### src/rtl/nimh_pkg.sv
package nimh_pkg;
  typedef enum logic [2:0] {
    PH_STANDBY  = 3'd0,
    PH_PRESENCE = 3'd1,
    PH_PRECHG   = 3'd2,
    PH_FAST     = 3'd3,
    PH_CTEST    = 3'd4,
    PH_TOPOFF   = 3'd5,
    PH_MAINT    = 3'd6,
    PH_FAULT    = 3'd7
  } phase_e;

  typedef enum logic [1:0] {
    ST_IDLE     = 2'd0,
    ST_CHARGING = 2'd1,
    ST_MAINT    = 2'd2,
    ST_FAULT    = 2'd3
  } status_e;
endpackage

### src/rtl/nimh_tmo_limit.sv
module nimh_tmo_limit #(
  parameter int unsigned FAST_MIN_S = 1800,
  parameter int unsigned FAST_MAX_S = 36000,
  parameter int unsigned TMR_W      = 16
) (
  input  logic [TMR_W-1:0] fast_tmo_s_i,
  output logic [TMR_W-1:0] fast_lim_o,
  output logic [TMR_W-1:0] top_lim_o
);
  localparam logic [TMR_W-1:0] LoLim = TMR_W'(FAST_MIN_S);
  localparam logic [TMR_W-1:0] HiLim = TMR_W'(FAST_MAX_S);

  always_comb begin
    if (fast_tmo_s_i < LoLim)      fast_lim_o = LoLim;
    else if (fast_tmo_s_i > HiLim) fast_lim_o = HiLim;
    else                           fast_lim_o = fast_tmo_s_i;
    top_lim_o = fast_lim_o >> 1;
  end
endmodule

### src/rtl/nimh_phase_timer.sv
module nimh_phase_timer #(
  parameter int unsigned TMR_W = 16
) (
  input  logic             clk_i,
  input  logic             rst_ni,
  input  logic             clr_i,
  input  logic             en_i,
  output logic [TMR_W-1:0] cnt_o
);
  localparam logic [TMR_W-1:0] CntMax = '1;

  always_ff @(posedge clk_i or negedge rst_ni) begin
    if (!rst_ni)                       cnt_o <= '0;
    else if (clr_i)                    cnt_o <= '0;
    else if (en_i && cnt_o != CntMax)  cnt_o <= cnt_o + 1'b1;
  end

  AST_TMR_CLEAR: assert property (@(posedge clk_i) disable iff (!rst_ni)
    clr_i |=> cnt_o == '0);
  AST_TMR_HOLD: assert property (@(posedge clk_i) disable iff (!rst_ni)
    (!clr_i && !en_i) |=> $stable(cnt_o));
endmodule

### src/rtl/nimh_status_enc.sv
module nimh_status_enc
  import nimh_pkg::*;
(
  input  phase_e  phase_i,
  output status_e status_o
);
  always_comb begin
    unique case (phase_i)
      PH_STANDBY, PH_PRESENCE:                 status_o = ST_IDLE;
      PH_PRECHG, PH_FAST, PH_CTEST, PH_TOPOFF: status_o = ST_CHARGING;
      PH_MAINT:                                status_o = ST_MAINT;
      default:                                 status_o = ST_FAULT;
    endcase
  end
endmodule

### src/rtl/nimh_phase_ctrl.sv
module nimh_phase_ctrl
  import nimh_pkg::*;
#(
  parameter int unsigned PRE_TMO_S  = 2040,
  parameter int unsigned FAST_MIN_S = 1800,
  parameter int unsigned FAST_MAX_S = 36000,
  parameter int unsigned TMR_W      = $clog2(FAST_MAX_S + 1)
) (
  input  logic             clk_i,
  input  logic             rst_ni,
  input  logic             uvlo_i,
  input  logic             suspend_i,
  input  logic             tick_1s_i,
  input  logic             present_i,
  input  logic             v_min_ok_i,
  input  logic             v_over_i,
  input  logic             temp_start_ok_i,
  input  logic             temp_stop_i,
  input  logic             slope_term_i,
  input  logic             test_slot_i,
  input  logic             test_fail_i,
  input  logic [TMR_W-1:0] fast_tmo_s_i,
  output logic [2:0]       phase_o,
  output logic [1:0]       status_o
);
  localparam logic [TMR_W-1:0] PreLim = TMR_W'(PRE_TMO_S);

  phase_e           phase_q, phase_d;
  status_e          status;
  logic [TMR_W-1:0] cnt, fast_lim, top_lim;
  logic             tmr_clr, tmr_en, live, charging, fast_pair;

  nimh_tmo_limit #(
    .FAST_MIN_S(FAST_MIN_S), .FAST_MAX_S(FAST_MAX_S), .TMR_W(TMR_W)
  ) u_lim (
    .fast_tmo_s_i(fast_tmo_s_i), .fast_lim_o(fast_lim), .top_lim_o(top_lim)
  );

  // removal and lockout outrank every phase exit
  assign live     = !uvlo_i && !suspend_i && present_i;
  assign charging = phase_q inside {PH_PRECHG, PH_FAST, PH_CTEST, PH_TOPOFF, PH_MAINT};

  always_comb begin
    phase_d = phase_q;
    if (uvlo_i)                          phase_d = PH_STANDBY;
    else if (suspend_i)                  phase_d = PH_PRESENCE;
    else if (phase_q == PH_STANDBY)      phase_d = PH_PRESENCE;
    else if (phase_q == PH_PRESENCE) begin
      if (present_i && !v_over_i) begin
        if (!v_min_ok_i)                 phase_d = PH_PRECHG;
        else if (temp_start_ok_i)        phase_d = PH_FAST;
      end
    end
    else if (!present_i)                 phase_d = PH_PRESENCE;
    else if (charging && v_over_i)       phase_d = PH_FAULT;
    else begin
      unique case (phase_q)
        PH_PRECHG: begin
          if (cnt >= PreLim)                          phase_d = PH_FAULT;
          else if (v_min_ok_i && temp_start_ok_i)     phase_d = PH_FAST;
        end
        PH_FAST: begin
          if (temp_stop_i)                            phase_d = PH_MAINT;
          else if (slope_term_i || cnt >= fast_lim)   phase_d = PH_TOPOFF;
          else if (test_slot_i)                       phase_d = PH_CTEST;
        end
        PH_CTEST:  phase_d = test_fail_i ? PH_FAULT : PH_FAST;
        PH_TOPOFF: if (cnt >= top_lim)                phase_d = PH_MAINT;
        default: ;
      endcase
    end
  end

  // fast and cell test share one timing window
  assign fast_pair = (phase_q == PH_FAST && phase_d == PH_CTEST) ||
                     (phase_q == PH_CTEST && phase_d == PH_FAST);
  assign tmr_clr   = uvlo_i || suspend_i || (phase_d != phase_q && !fast_pair);
  assign tmr_en    = tick_1s_i &&
                     (phase_q inside {PH_PRECHG, PH_FAST, PH_CTEST, PH_TOPOFF});

  nimh_phase_timer #(.TMR_W(TMR_W)) u_tmr (
    .clk_i(clk_i), .rst_ni(rst_ni), .clr_i(tmr_clr), .en_i(tmr_en), .cnt_o(cnt)
  );

  always_ff @(posedge clk_i or negedge rst_ni) begin
    if (!rst_ni) phase_q <= PH_STANDBY;
    else         phase_q <= phase_d;
  end

  nimh_status_enc u_stat (.phase_i(phase_q), .status_o(status));

  assign phase_o  = phase_q;
  assign status_o = status;

  AST_UVLO_STANDBY: assert property (@(posedge clk_i) disable iff (!rst_ni)
    uvlo_i |=> phase_q == PH_STANDBY);
  AST_SUSPEND_PRES: assert property (@(posedge clk_i) disable iff (!rst_ni)
    (suspend_i && !uvlo_i) |=> phase_q == PH_PRESENCE);
  AST_FAST_NEEDS_TEMP: assert property (@(posedge clk_i) disable iff (!rst_ni)
    (phase_q inside {PH_PRESENCE, PH_PRECHG} && !temp_start_ok_i) |=> phase_q != PH_FAST);
  AST_OVERVOLT_FAULT: assert property (@(posedge clk_i) disable iff (!rst_ni)
    (live && charging && v_over_i) |=> phase_q == PH_FAULT);
  AST_FAULT_STICKY: assert property (@(posedge clk_i) disable iff (!rst_ni)
    (live && phase_q == PH_FAULT) |=> phase_q == PH_FAULT);
  AST_CTEST_ONE_CYCLE: assert property (@(posedge clk_i) disable iff (!rst_ni)
    phase_q == PH_CTEST |=> phase_q != PH_CTEST);
endmodule

### config.mk
export PLATFORM = sky130hd
export DESIGN_NAME = nimh_phase_ctrl
export DESIGN_NICKNAME = d
export VERILOG_FILES = /design/src/rtl/nimh_pkg.sv /design/src/rtl/nimh_tmo_limit.sv /design/src/rtl/nimh_phase_timer.sv /design/src/rtl/nimh_status_enc.sv /design/src/rtl/nimh_phase_ctrl.sv
export SDC_FILE = /design/constraint.sdc
export NUM_CORES = 1
export LEC_CHECK = 0
export BUFFER_PORTS_ARGS = -buffer_cell sky130_fd_sc_hd__buf_2
export CAP_MARGIN = 5
export CORE_MARGIN = 2
export CORE_UTILIZATION = 40
export DETAILED_ROUTE_END_ITERATION = 10
export GPL_TIMING_DRIVEN = 0
export PLACE_DENSITY = 0.66
export SLEW_MARGIN = 20
export SYNTH_ARGS = -nofsm -noshare
export SYNTH_HDL_FRONTEND = slang
export SYNTH_SLANG_ARGS = --single-unit
### constraint.sdc
create_clock -name clk_i -period 5.4 [get_ports clk_i]
set_clock_uncertainty 0.15 [all_clocks]
set_input_delay 1.08 -clock clk_i [delete_from_list [all_inputs] [get_ports clk_i]]
set_output_delay 1.08 -clock clk_i [all_outputs]
set_load 0.03 [all_outputs]
==> results.json <==
{
  "switching_share": 0.2945,
  "reg2reg_slack_ps": 2160,
  "dieHeight_um": 78.93,
  "holdWs_ps": 493.8,
  "routed.top_layer": "met4",
  "placement_rows": 27,
  "grt_max_degree": 20,
  "critPathLaunch": "fast_tmo_s_i[4]",
  "io_pins": 34,
  "synth.yosys.warnings": 0,
  "number_of_antenna_violations_at_the_first_check_in_global_routing": 0,
  "endpoint": "u_tmr.cnt_o[11]",
  "slew_headroom": 0.6239,
  "leakagePower_nw": 1.082,
  "clockPowerShare": 0.319,
  "path_class": "input pin to flop",
  "timing.final.max_slew_violations": 0,
  "fin_util": 0.4669,
  "area.growth.synth_to_final_pct": 13.76,
  "floorplan.initialDensity": 0.4104,
  "run_status": "complete, no violations",
  "drive_above_1_share": 0.1974,
  "cellPowerDensity_nw_per_um2": 122.9,
  "dpl.cell_count": 376,
  "ff2ff_path_depth": 11,
  "p_int_mw": 0.2216,
  "placed_area_um2": 2501,
  "pwr-share-seq": 0.456,
  "rr_endpoint": "u_tmr.cnt_o[11]",
  "clk-insertion-delay-late_ps": 260,
  "worst_r2r_startpoint": "u_tmr.cnt_o[0]",
  "syn_nets": 333,
  "wire_per_inst_um": 14.12,
  "number_of_design_rule_violations_left_after_detail_routing": 0,
  "met2WireLength_um": 2358,
  "drt-total-wl_um": 5380,
  "min_period_over_period": 0.9328,
  "floorplan.core_area_um2": 5473,
  "cts_root_buf": "sky130_fd_sc_hd__clkbuf_8",
  "initial_detailed_routing_violation_count": 122,
  "rsz_0062_raised_after_global_routing": "no",
  "cp_data_required_time_ps": 5380,
  "cpMaxStageDelayCell": "sky130_fd_sc_hd__o41ai_1",
  "synth_edf_count": 0,
  "route.vias.total": 2125,
  "postLayoutCellArea_um2": 2555,
  "yosysSeqAreaShare": 0.2117,
  "hold_violations": 0,
  "n_antenna_cell": 0,
  "dp_hpwl_um": 4334,
  "syn_std_cell_area_um2": 2246,
  "h-tree-depth": 1,
  "cts_buffers": 3,
  "drt_pass1_iterations": 4,
  "ys_async_sr_fraction": 1.000,
  "tightest_slew_ps": 556.9,
  "detail_route.vias_per_cell": 5.577,
  "syn-instance-count": 271,
  "number_of_max_capacitance_violations_reported": 0,
  "clockBufferDepth": 2,
  "worstPathCellList": "buf_2 -> or2_2 -> o41a_1 -> o21ai_0 -> a21oi_1 -> nor2_1 -> nor2_1 -> nor2_1 -> nand2_1 -> ha_1 -> nand4_1 -> or3_1 -> o221ai_2 -> a21oi_2 -> o41ai_1 -> nor3_1 -> o22ai_4 -> buf_6 -> a21oi_2",
  "gr-total-overflow": 0,
  "worst_slack_ps": 362.9,
  "instances_no_fill": 381,
  "timing.critical_path.mode_cell": "sky130_fd_sc_hd__nor2_1",
  "ys_types": 54,
  "max_clock_freq_mhz": 198.5,
  "grt_pass1_vias": 1947,
  "finish.net_count": 372,
  "comb_power_share": 0.225,
  "critical_path_peak_fanout": 10,
  "n_fill_cell": 538,
  "synth_area_per_cell_um2": 8.287,
  "drt.antenna.violating_nets": 0,
  "wl_met1_um": 2786,
  "holdBufCountCts": 0,
  "grt_pass1_wl_um": 9128,
  "width_of_the_die_um": 78.93,
  "clock_sinks": 19,
  "worst_setup_path_end_kind": "flop",
  "route.met3.wl_um": 201,
  "synth_seq_cells": 19,
  "setup-tns-final_ps": 0,
  "globalRouteTotalUtil": 0.1823,
  "fin_crit_ps": 5037,
  "post-layout-total-power_mw": 0.3141,
  "ir_drop_v": 0.00006781,
  "preCtsSetupSlack_ps": -34.58,
  "timing.hold.worst.start": "u_tmr.cnt_o[7]",
  "gp_congestion": 0.8742,
  "ys_flop_type": "sky130_fd_sc_hd__dfrtp_1",
  "fp.dieArea_um2": 6230,
  "tritoncts_clock_tree": "built",
  "min-delay-path-class": "flop to flop",
  "worstSetupStartpointType": "input pin",
  "finalSetupViolCount": 0,
  "power_switching_mw": 0.09250,
  "clkTransAtPathRegs_ps": 80,
  "delay_of_the_slowest_cell_on_the_worst_path_ps": 490,
  "buffer_ports.inserted": 33,
  "worstPathArrival_ps": 5020
}
[logic make-up after synthesis]
group / after synthesis / synth area share
buf+inv: 18 / 0.03398
fa+ha+maj: 33 / 0.1838
xor+xnor: 15 / 0.05850
flops: 19 / 0.2117
simple gates: 107 / 0.2501
compound gates: 79 / 0.2619
[power by group through the flow]
stage               clock network, mW  logic (mW)  registers [mW]
floorplan                           0      0.0411           0.147
global placement                    0      0.0691           0.146
detailed placement                  0      0.0701           0.146
CTS                             0.102      0.0706           0.143
global route                    0.111      0.0806           0.143
finish                          0.100      0.0705           0.143
[layout make-up]
class / count / area [µm²] / share of cell area
tap: 72 / 90.09 / 0.03526
clock inverter: 1 / 5.005 / 0.001959
inverter: 12 / 45.04 / 0.01763
clock buffer: 3 / 41.29 / 0.01616
sequential: 19 / 475.5 / 0.1861
buffer: 6 / 31.28 / 0.01224
multi-input combinational: 234 / 1694 / 0.6631
timing repair buffer: 34 / 172.7 / 0.06758
[registers in the layout, summed over array words and instances (netlist names)]
name,flops
phase_o,3
u_tmr.cnt_o,16
[Yosys cell counts (all sizes together) (2+ instances only)]
| cell type | count | area, µm² |
|---|---|---|
| buf | 2 | 16.26 |
| a31oi | 3 | 18.77 |
| o21ai | 12 | 60.05 |
| and2 | 5 | 31.28 |
| xor2 | 6 | 52.55 |
| a21bo | 2 | 20.02 |
| nor2 | 24 | 90.09 |
| nand3 | 6 | 30.03 |
| a21oi | 35 | 216.5 |
| nor3 | 8 | 40.04 |
| nor4 | 5 | 43.79 |
| clkbuf | 4 | 15.01 |
| nand4 | 9 | 56.30 |
| and4 | 2 | 17.52 |
| ha | 33 | 412.9 |
| nand3b | 3 | 22.52 |
| xnor2 | 9 | 78.83 |
| o21bai | 2 | 15.01 |
| or3 | 3 | 18.77 |
| nand2 | 26 | 97.59 |
| and3 | 3 | 18.77 |
| inv | 12 | 45.04 |
| a2111oi | 4 | 36.29 |
| nor3b | 2 | 15.01 |
| a211oi | 4 | 30.03 |
| dfrtp | 19 | 475.5 |
| nand2b | 6 | 37.54 |
| o41ai | 2 | 17.52 |
[timing repair]
action                     in CTS  in global routing
setup buffers                   0                  1
hold endpoints to repair        0                  0
setup endpoints to repair       0                 10
gates resized for setup         0                  0
[metal layers]
| layer | vias up | GRT usage |
|---|---|---|
| met5 | - | 0 |
| met4 | 0 | 0.05000 |
| met3 | 4 | 0.01932 |
| met2 | 43 | 0.2880 |
| met1 | 983 | 0.2643 |
| li1 | 1095 | - |
[worst min-delay path by stage]
stage                           endpoint  slack [ps]  depth (start not counted)
after global routing      u_tmr.cnt_o[7]         530                          2
after global placement    u_tmr.cnt_o[7]         470                          2
after floorplan           u_tmr.cnt_o[7]         430                          2
after detailed placement  u_tmr.cnt_o[7]         480                          2
final                     u_tmr.cnt_o[7]         490                          2
after CTS                 u_tmr.cnt_o[7]         490                          2
[placed cells by master, fill, tap and decap left out, drive strengths merged, types with 8 or more instances in the layout]
| master | Yosys | layout |
|---|---|---|
| dfrtp | 19 | 19 |
| xnor2 | 9 | 9 |
| nor3 | 8 | 8 |
| buf | 2 | 36 |
| nand2 | 26 | 26 |
| o21ai | 12 | 12 |
| inv | 12 | 12 |
| nand4 | 9 | 9 |
| nor2 | 24 | 24 |
| ha | 33 | 33 |
| a21oi | 35 | 35 |
[critical path: cells and delay by family]
kind                     cells  cell delay [ps]
AND/OR/NAND/NOR              8             1470
adder cells (fa/ha/maj)      1              310
AO/OA/AOI/OAI                8             1820
buffers and inverters        2              330
Power figures use the tool's default switching activity.
